===== config.mk =====
export PLATFORM = sky130hd
export DESIGN_NAME = e3_ais_monitor
export DESIGN_NICKNAME = d
export VERILOG_FILES = /design/src/rtl/e3ais_pkg.sv /design/src/rtl/e3ais_zero_count.sv /design/src/rtl/e3ais_hyst.sv /design/src/rtl/e3ais_regs.sv /design/src/rtl/e3_ais_monitor.sv
export SDC_FILE = /design/constraint.sdc
export NUM_CORES = 1
export LEC_CHECK = 0
export ABC_AREA = 1
export ABC_CLOCK_PERIOD_IN_PS = 1500
export BUFFER_PORTS_ARGS = -buffer_cell sky130_fd_sc_hd__buf_2
export CAP_MARGIN = 10
export CORE_MARGIN = 3
export CORE_UTILIZATION = 47
export CTS_CLUSTER_DIAMETER = 80
export DETAILED_ROUTE_END_ITERATION = 10
export GPL_ROUTABILITY_DRIVEN = 0
export PLACE_DENSITY = 0.74
export RECOVER_POWER = 100
export SLEW_MARGIN = 15
export SYNTH_ARGS = -nofsm -noshare
export SYNTH_HDL_FRONTEND = slang
export SYNTH_SLANG_ARGS = --single-unit

===== constraint.sdc =====
create_clock -name clk -period 1.5 [get_ports clk]
set_clock_uncertainty 0.1 [all_clocks]
set_input_delay 0.075 -clock clk [delete_from_list [all_inputs] [get_ports clk]]
set_output_delay 0.075 -clock clk [all_outputs]
set_load 0.02 [all_outputs]

===== src/rtl/e3ais_pkg.sv =====
package e3ais_pkg;
  localparam int unsigned ADDR_W = 8;
  typedef logic [ADDR_W-1:0] addr_t;
  localparam addr_t ADDR_LIVE_STAT = 8'h11;
  localparam addr_t ADDR_CHG_STAT  = 8'h14;
  localparam int unsigned BIT_LIVE_AIS = 3;
  localparam int unsigned BIT_CHG_AIS  = 1;
endpackage


===== src/rtl/e3ais_zero_count.sv =====
module e3ais_zero_count #(
  parameter int unsigned ZERO_LIMIT = 8
) (
  input  logic clk,
  input  logic rst,
  input  logic rx_bit,
  input  logic bit_valid,
  input  logic frame_start,
  output logic ev_valid,
  output logic ev_ais_like
);
  localparam int unsigned CNT_W = $clog2(ZERO_LIMIT + 1);

  logic [CNT_W-1:0] zcnt;
  logic             primed;
  logic             new_zero;

  assign new_zero = bit_valid & ~rx_bit;

  always_ff @(posedge clk) begin
    if (rst) begin
      zcnt        <= '0;
      primed      <= 1'b0;
      ev_valid    <= 1'b0;
      ev_ais_like <= 1'b0;
    end else begin
      ev_valid    <= frame_start & primed;
      ev_ais_like <= (zcnt < CNT_W'(ZERO_LIMIT));
      if (frame_start) begin
        primed <= 1'b1;
        zcnt   <= new_zero ? CNT_W'(1) : '0;
      end else if (new_zero && (zcnt != CNT_W'(ZERO_LIMIT))) begin
        zcnt <= zcnt + CNT_W'(1);
      end
    end
  end

  // count never passes the saturation point
  a_r1_cnt_sat: assert property (@(posedge clk) disable iff (rst)
    zcnt <= CNT_W'(ZERO_LIMIT));
  // no classification before the first strobe after reset
  a_r9_no_eval_unprimed: assert property (@(posedge clk) disable iff (rst)
    !primed |=> !ev_valid);
endmodule


===== src/rtl/e3ais_hyst.sv =====
module e3ais_hyst #(
  parameter int unsigned CONSEC = 2
) (
  input  logic clk,
  input  logic rst,
  input  logic ev_valid,
  input  logic ev_ais_like,
  output logic ais,
  output logic chg
);
  localparam int unsigned RUN_W = $clog2(CONSEC + 1);

  logic [RUN_W-1:0] run;

  always_ff @(posedge clk) begin
    if (rst) begin
      ais <= 1'b0;
      chg <= 1'b0;
      run <= '0;
    end else begin
      chg <= 1'b0;
      if (ev_valid) begin
        if (ev_ais_like != ais) begin
          if (run == RUN_W'(CONSEC - 1)) begin
            ais <= ~ais;
            run <= '0;
            chg <= 1'b1;
          end else begin
            run <= run + RUN_W'(1);
          end
        end else begin
          run <= '0;
        end
      end
    end
  end

  // alarm only rises right after an alarm-like frame
  a_r2_rise_after_ais_frame: assert property (@(posedge clk) disable iff (rst)
    $rose(ais) |-> $past(ev_valid && ev_ais_like));
  // alarm only falls right after a clean frame
  a_r3_fall_after_clean_frame: assert property (@(posedge clk) disable iff (rst)
    $fell(ais) |-> $past(ev_valid && !ev_ais_like));
  // run counter stays below the threshold
  a_r4_run_bounded: assert property (@(posedge clk) disable iff (rst)
    run < RUN_W'(CONSEC));
  // change pulse coincides with a state toggle
  a_r5_chg_on_toggle: assert property (@(posedge clk) disable iff (rst)
    chg |-> (ais != $past(ais)));
endmodule


===== src/rtl/e3ais_regs.sv =====
module e3ais_regs
  import e3ais_pkg::*;
#(
  parameter int unsigned DATA_W = 8
) (
  input  logic              clk,
  input  logic              rst,
  input  logic              ais,
  input  logic              chg,
  input  logic              irq_en,
  input  logic              rd_en,
  input  addr_t             rd_addr,
  output logic [DATA_W-1:0] rd_data,
  output logic              irq
);
  logic flag;
  logic rd_chg;
  logic flag_nxt;

  assign rd_chg   = rd_en && (rd_addr == ADDR_CHG_STAT);
  assign flag_nxt = chg | (flag & ~rd_chg);

  always_ff @(posedge clk) begin
    if (rst) begin
      flag    <= 1'b0;
      irq     <= 1'b0;
      rd_data <= '0;
    end else begin
      flag    <= flag_nxt;
      irq     <= flag_nxt & irq_en;
      rd_data <= '0;
      if (rd_en) begin
        case (rd_addr)
          ADDR_CHG_STAT:  rd_data[BIT_CHG_AIS]  <= flag;
          ADDR_LIVE_STAT: rd_data[BIT_LIVE_AIS] <= ais;
          default:        rd_data <= '0;
        endcase
      end
    end
  end

  // a change event always leaves the flag set
  a_r5_chg_sets_flag: assert property (@(posedge clk) disable iff (rst)
    chg |=> flag);
  // a read with no competing change clears the flag
  a_r6_read_clears: assert property (@(posedge clk) disable iff (rst)
    (rd_chg && !chg) |=> !flag);
  // request needs the enable
  a_r7_irq_needs_en: assert property (@(posedge clk) disable iff (rst)
    irq |-> $past(irq_en));
  // quiet read port after an edge with no read
  a_r8_quiet_bus: assert property (@(posedge clk) disable iff (rst)
    !rd_en |=> (rd_data == '0));
endmodule


===== src/rtl/e3_ais_monitor.sv =====
module e3_ais_monitor
  import e3ais_pkg::*;
#(
  parameter int unsigned ZERO_LIMIT = 8,
  parameter int unsigned CONSEC     = 2,
  parameter int unsigned DATA_W     = 8
) (
  input  logic              clk,
  input  logic              rst,
  input  logic              rx_bit,
  input  logic              bit_valid,
  input  logic              frame_start,
  input  logic              irq_en,
  input  logic              rd_en,
  input  logic [ADDR_W-1:0] rd_addr,
  output logic [DATA_W-1:0] rd_data,
  output logic              ais_pin,
  output logic              irq
);
  logic ev_valid;
  logic ev_ais_like;
  logic ais;
  logic chg;

  e3ais_zero_count #(.ZERO_LIMIT(ZERO_LIMIT)) u_count (
    .clk(clk), .rst(rst), .rx_bit(rx_bit), .bit_valid(bit_valid),
    .frame_start(frame_start), .ev_valid(ev_valid), .ev_ais_like(ev_ais_like)
  );

  e3ais_hyst #(.CONSEC(CONSEC)) u_hyst (
    .clk(clk), .rst(rst), .ev_valid(ev_valid), .ev_ais_like(ev_ais_like),
    .ais(ais), .chg(chg)
  );

  e3ais_regs #(.DATA_W(DATA_W)) u_regs (
    .clk(clk), .rst(rst), .ais(ais), .chg(chg), .irq_en(irq_en),
    .rd_en(rd_en), .rd_addr(rd_addr), .rd_data(rd_data), .irq(irq)
  );

  assign ais_pin = ais;

  // pin leaves reset low and rises only on a classification result
  a_r2_pin_rise_on_eval: assert property (@(posedge clk) disable iff (rst)
    $rose(ais_pin) |-> $past(ev_valid));
endmodule


Yosys cells after proc, flatten, opt, wreduce, memory -nomap -nowiden
Cells that the tools add are included.
- register bits: 21
- bits in latches: 0
- bits in writable memories: 0
- bits in read-only memories: 0
- bits of input ports: 15
- output and inout bits: 10
- word-level logic and storage cells: 46
- memories kept: 0
- add/subtract/negate cells: 2
- multipliers: 0
- divide/modulo/power cells: 0
- magnitude comparators: 1
- eq/ne operators: 5
- shifts and indexed selects: 0
- multiplexer cells: 6
- bitwise operators: 13
- reductions and logical operators: 7
- operators with widths (operator ; number):
    8-bit by 5-bit == test with 1-bit output, second input constant ; 2
    3-bit OR reduction ; 3
    4-bit 2-to-1 mux ; 2
    1-bit inverter ; 8
    4-bit by 1-bit adder with 4-bit output, second input constant ; 1
    1-bit AND ; 4
    4-bit less-than comparator, second input constant ; 1
    2-bit 2-to-1 mux ; 2
    4-bit != test, second input constant ; 1
    3-bit AND reduction ; 1
    2-bit by 1-bit adder with 2-bit output, second input constant ; 1
    2-bit by 1-bit == test with 1-bit output, second input constant ; 1
    1-bit logical AND ; 2
    1-bit 2-to-1 mux ; 2
    2-bit nonzero test ; 1
    1-bit != test ; 1
    1-bit bitwise OR ; 1

Logic depth before layout (Yosys ltp)
- depth after elaboration: 6
- gate-level depth with buffers: 8
- gate-level depth less buffers: 8

Hierarchy
From an unflattened synthesis, not the netlist that was laid out.
- cell total of the unflattened synthesis: 106
- area, all modules: 773.2 um^2
- modules (own cells, without submodules) (module ; times used ; cells each ; area each (um^2)):
    e3ais_zero_count ; 1 ; 45 ; 354.1
    e3ais_regs ; 1 ; 36 ; 251.5
    e3ais_hyst ; 1 ; 25 ; 167.7

Least setup slack after synthesis
No wires, ideal clock.
- path type: register -> register
- from: register u_count.zcnt[0]
- to: register u_count.zcnt[3]
- data arrival time: 994 ps
- required time: 1290 ps
- slack: 296 ps
- cell stages (with the launch flop): 9
- period minus slack after synthesis: 1204 ps
- cells stage by stage: dfxtp_1 inv_1 ha_1 nand3_4 nand2_4 nor2_2 nand2_1 nand2_1 nor2_2
- cells in the longest elaborated chain, start to end: 3
- ends and longest elaborated chain (element ; line ; RTL):
    from (decl) ; e3ais_zero_count.sv:14 ; logic [CNT_W-1:0] zcnt;
    from (signal assigned) ; e3ais_zero_count.sv:31 ; zcnt <= new_zero ? CNT_W'(1) : '0;
    from (signal assigned) ; e3ais_zero_count.sv:33 ; zcnt <= zcnt + CNT_W'(1);
    4-bit by 1-bit adder with 4-bit output or 4-bit != test (tied branches) ; e3ais_zero_count.sv:33, e3ais_zero_count.sv:32 ;
    4-bit 2-to-1 mux or 1-bit logical AND (tied branches) ; e3ais_zero_count.sv:32 ; end else if (new_zero && (zcnt != CNT_W'(ZERO_LIMIT))) begin
    4-bit 2-to-1 mux or 2-bit nonzero test (tied branches) ; - ;
Several ways; a longest one is shown, not always the timed one. The select of a mux whose other input is x is not followed.
A chain may end at the register's enable or synchronous reset.

Worst setup path after layout
- from: input rd_addr[7]
- to: register u_regs.rd_data[3]
- cells in the longest elaborated chain, start to end: 3
- ends and longest elaborated chain (element ; line ; RTL):
    from (decl) ; e3_ais_monitor.sv:15 ; input logic [ADDR_W-1:0] rd_addr,
    8-bit by 5-bit == test with 1-bit output ; e3ais_regs.sv:33 ; case (rd_addr)
    1-bit inverter (no source line) ; - ;
    3-bit OR reduction (no source line) ; - ;
    to (signal, indexed assignment) ; e3ais_regs.sv:34 ; ADDR_CHG_STAT: rd_data[BIT_CHG_AIS] <= flag;
    to (signal, indexed assignment) ; e3ais_regs.sv:35 ; ADDR_LIVE_STAT: rd_data[BIT_LIVE_AIS] <= ais;
    to (decl) ; e3ais_regs.sv:13 ; output logic [DATA_W-1:0] rd_data,
No other way between the ends.

==> out/metrics.csv <==
stage,metric,value,unit
critical_path,Worst Setup End Kind,register,
sta,fmax,0.717,GHz
power_and_ir_drop,worst ir drop on vdd,0.512,mV
clocking,worst-skew pair later-pin latency,0.28,ns
sta,"Hold Vio Cnt, Final",0,
clocking,PostCTS Resize Cnt,0,
routing,vias,702,
die,die width,45.7,microns
synthesis,Gate Count Post-Synth,104,
flow_run,Max Cap Viol,0,
routing,metal3 WL,91,microns
final_layout,area grow syn2layout,26.1,%
synthesis,Syn. warnings,0,
routing,M1 wire length,602,microns
worst_hold_path,Hold WC Path Type,in -> reg,
critical_path,CP Data Required Time,1.61,ns
synthesis,"flops & latches, synth",15,
global_route,Tot GR Track Use,18.7,%
placed_design,placed instance count,136,
global_route,first-pass GRT wire length,2710,microns
placed_design,Place WS,0.204,ns
synthesis,mapped cell area,742,sq um
sta,Fin Setup TNS,0,ns
routing,top routing layer used,met4,
routing,number of routed nets with antenna violations,0,
critical_path,Crit Path Max Fanout,2,
routing,WL final,1600,microns
critical_path,CP arrival,1.51,ns
clocking,CTS max path bufs,2,
placed_design,Final HPWL DP,1100,microns
final_layout,nets,153,
clocking,H-Tree Depth,1,
sta,RSZ-0062 raised after global routing,false,
sta,Final Setup Violations,0,
global_route,largest net degree at the start of global routing,9,
power_and_ir_drop,Power per Cell Area,799,nW/um^2
clocking,"CTS clk-pin slew, worst paths",0.09,ns
clocking,Root Buffer,clkbuf_4,
clocking,CTS tree,built,
clocking,TritonCTS Sinks,15,
final_layout,Final Util,67.7,%
sta,worst hold margin,0.000397,ns
sta,min Tclk post-route,1.39,ns
critical_path,CP Launch Type,input port,
critical_path,crit path kind,in -> reg,
power_and_ir_drop,Tot Pwr,0.747,mW
synthesis,Syn Area/Cell,7.13,sq um
die,num ports,25,
sta,Max Slew Vio Count,0,
synthesis,synth unique cells,20,
global_route,GRT Residual Overflow,0,
final_layout,Final Non-Filler Cells,150,
clocking,CTS buffer count,3,
placed_design,Port Buf Inserts,18,
placed_design,Placed Area,825,sq um
die,die height,45.7,microns
power_and_ir_drop,Leakage,0.445,nW
final_layout,Ant. Diodes,0,
clocking,setup bufs post-CTS,0,
die,Row Count,13,
routing,DRT Pass-1 Iters,4,
routing,DR WL met2,831,microns
global_route,vias in the first global route,696,
routing,initial drt markers,20,
sta,part of the cycle the worst path needs,93.0,%
final_layout,finished layout cell area,936,sq um
die,Starting Density,53.7,%
die,CORE AREA,1380,sq um
final_layout,share of layout cells above drive strength 1,14.8,%
die,area of the die,2090,sq um
outcome,status,finished clean,
routing,post-DR vias/cell,4.68,
synthesis,register area share after synthesis,40.5,%
global_route,initial antenna violation count,0,
sta,final worst slack,0.105,ns
routing,wire per inst,10.7,microns
routing,# DRC,0,
-- metal layers --
layer,vias to the layer above,GRT usage [%]
li1,365,-
met4,0,15.9
met3,8,4.35
met1,307,18.4
met2,22,32.3
met5,-,0
-- synth_stat cells, drive strengths merged --
master | n | area, sq um
o21bai | 1 | 7.51
ha | 2 | 25.0
conb | 1 | 3.75
dfxtp | 15 | 300
nor2 | 19 | 86.3
inv | 21 | 78.8
nand2 | 22 | 92.6
buf | 6 | 45.0
a21oi | 5 | 25.0
nor3 | 2 | 10.0
nand3 | 4 | 32.5
o21ai | 2 | 10.0
nand4 | 4 | 25.0
-- what timing repair did --
item	CTS	global route
hold buffers	11	0
endpoints found under the setup margin	0	1
endpoints found under the hold margin	8	0
-- path summary, 6_finish.rpt --
| path | to | cells past startpoint | start | slack [ns] |
|---|---|---|---|---|
| max | u_regs.rd_data[3]$_SDFF_PP0_ | 6 | rd_addr[7] | 0.11 |
| min | u_regs.rd_data[3]$_SDFF_PP0_ | 4 | rd_addr[2] | 0.0004 |
| max reg2reg | u_count.zcnt[3]$_SDFFE_PP0P_ | 8 | u_count.zcnt[0]$_SDFFE_PP0P_ | 0.17 |
| min reg2reg | u_hyst.run[1]$_SDFFE_PP0P_ | 2 | u_hyst.run[1]$_SDFFE_PP0P_ | 0.33 |
-- state kept, by name, summed over array words and instances, names as in the netlist --
name / flops
u_count.zcnt: 4
u_hyst.ais: 1
u_count.primed: 1
u_hyst.run: 2
u_hyst.chg: 1
u_count.ev_ais_like: 1
u_regs.flag: 1
u_regs.irq: 1
u_count.ev_valid: 1
u_regs.rd_data: 2
-- placed cells by master (no fill, tap or decap) --
| cell type | n |
|---|---|
| inv_1 | 20 |
| inv_2 | 1 |
| nor2_4 | 1 |
| a21oi_1 | 5 |
| o21ai_0 | 2 |
| buf_2 | 12 |
| clkbuf_1 | 7 |
| dlygate4sd3_1 | 10 |
| nand2_1 | 21 |
| clkbuf_4 | 3 |
| ha_1 | 2 |
| nor2_1 | 17 |
| nand3_1 | 3 |
| dfxtp_1 | 15 |
| conb_1 | 6 |
| o21bai_1 | 1 |
| nor2_2 | 1 |
| nand2_4 | 1 |
| nor3_1 | 2 |
| nand4_1 | 4 |
| nand3_4 | 1 |
-- worst max-delay path, stage by stage --
cell and delay, ns:
dlygate4sd3_1 0.54, buf_2 0.12, inv_1 0.04, nand2_1 0.06, dlygate4sd3_1 0.55, nor3_1 0.13
-- report_power, final --
group | switching (mW) | leakage [nW] | internal (mW)
registers | 0.00495 | 0.122 | 0.406
logic | 0.0571 | 0.308 | 0.0449
clock network | 0.132 | 0.0150 | 0.103
total | 0.194 | 0.445 | 0.554
-- layout make-up --
type / count / area [sq um]
fill: 116 / 447
clock buffer: 4 / 26.3
multi-input combinational: 67 / 329
inverter: 21 / 78.8
timing repair buffer: 28 / 183
tap: 15 / 18.8
sequential: 15 / 300
-- cells by family after synthesis --
group	count (synthesis)	synth area share, %
AOI/OAI and AO/OA	8	5.73
and+or+nand+nor	51	33.2
DFF	15	40.5
buffers and inverters	27	16.7
adders and majority gates	2	3.37
other	1	0.505
Note: power is estimated with default switching activity, not from simulation.
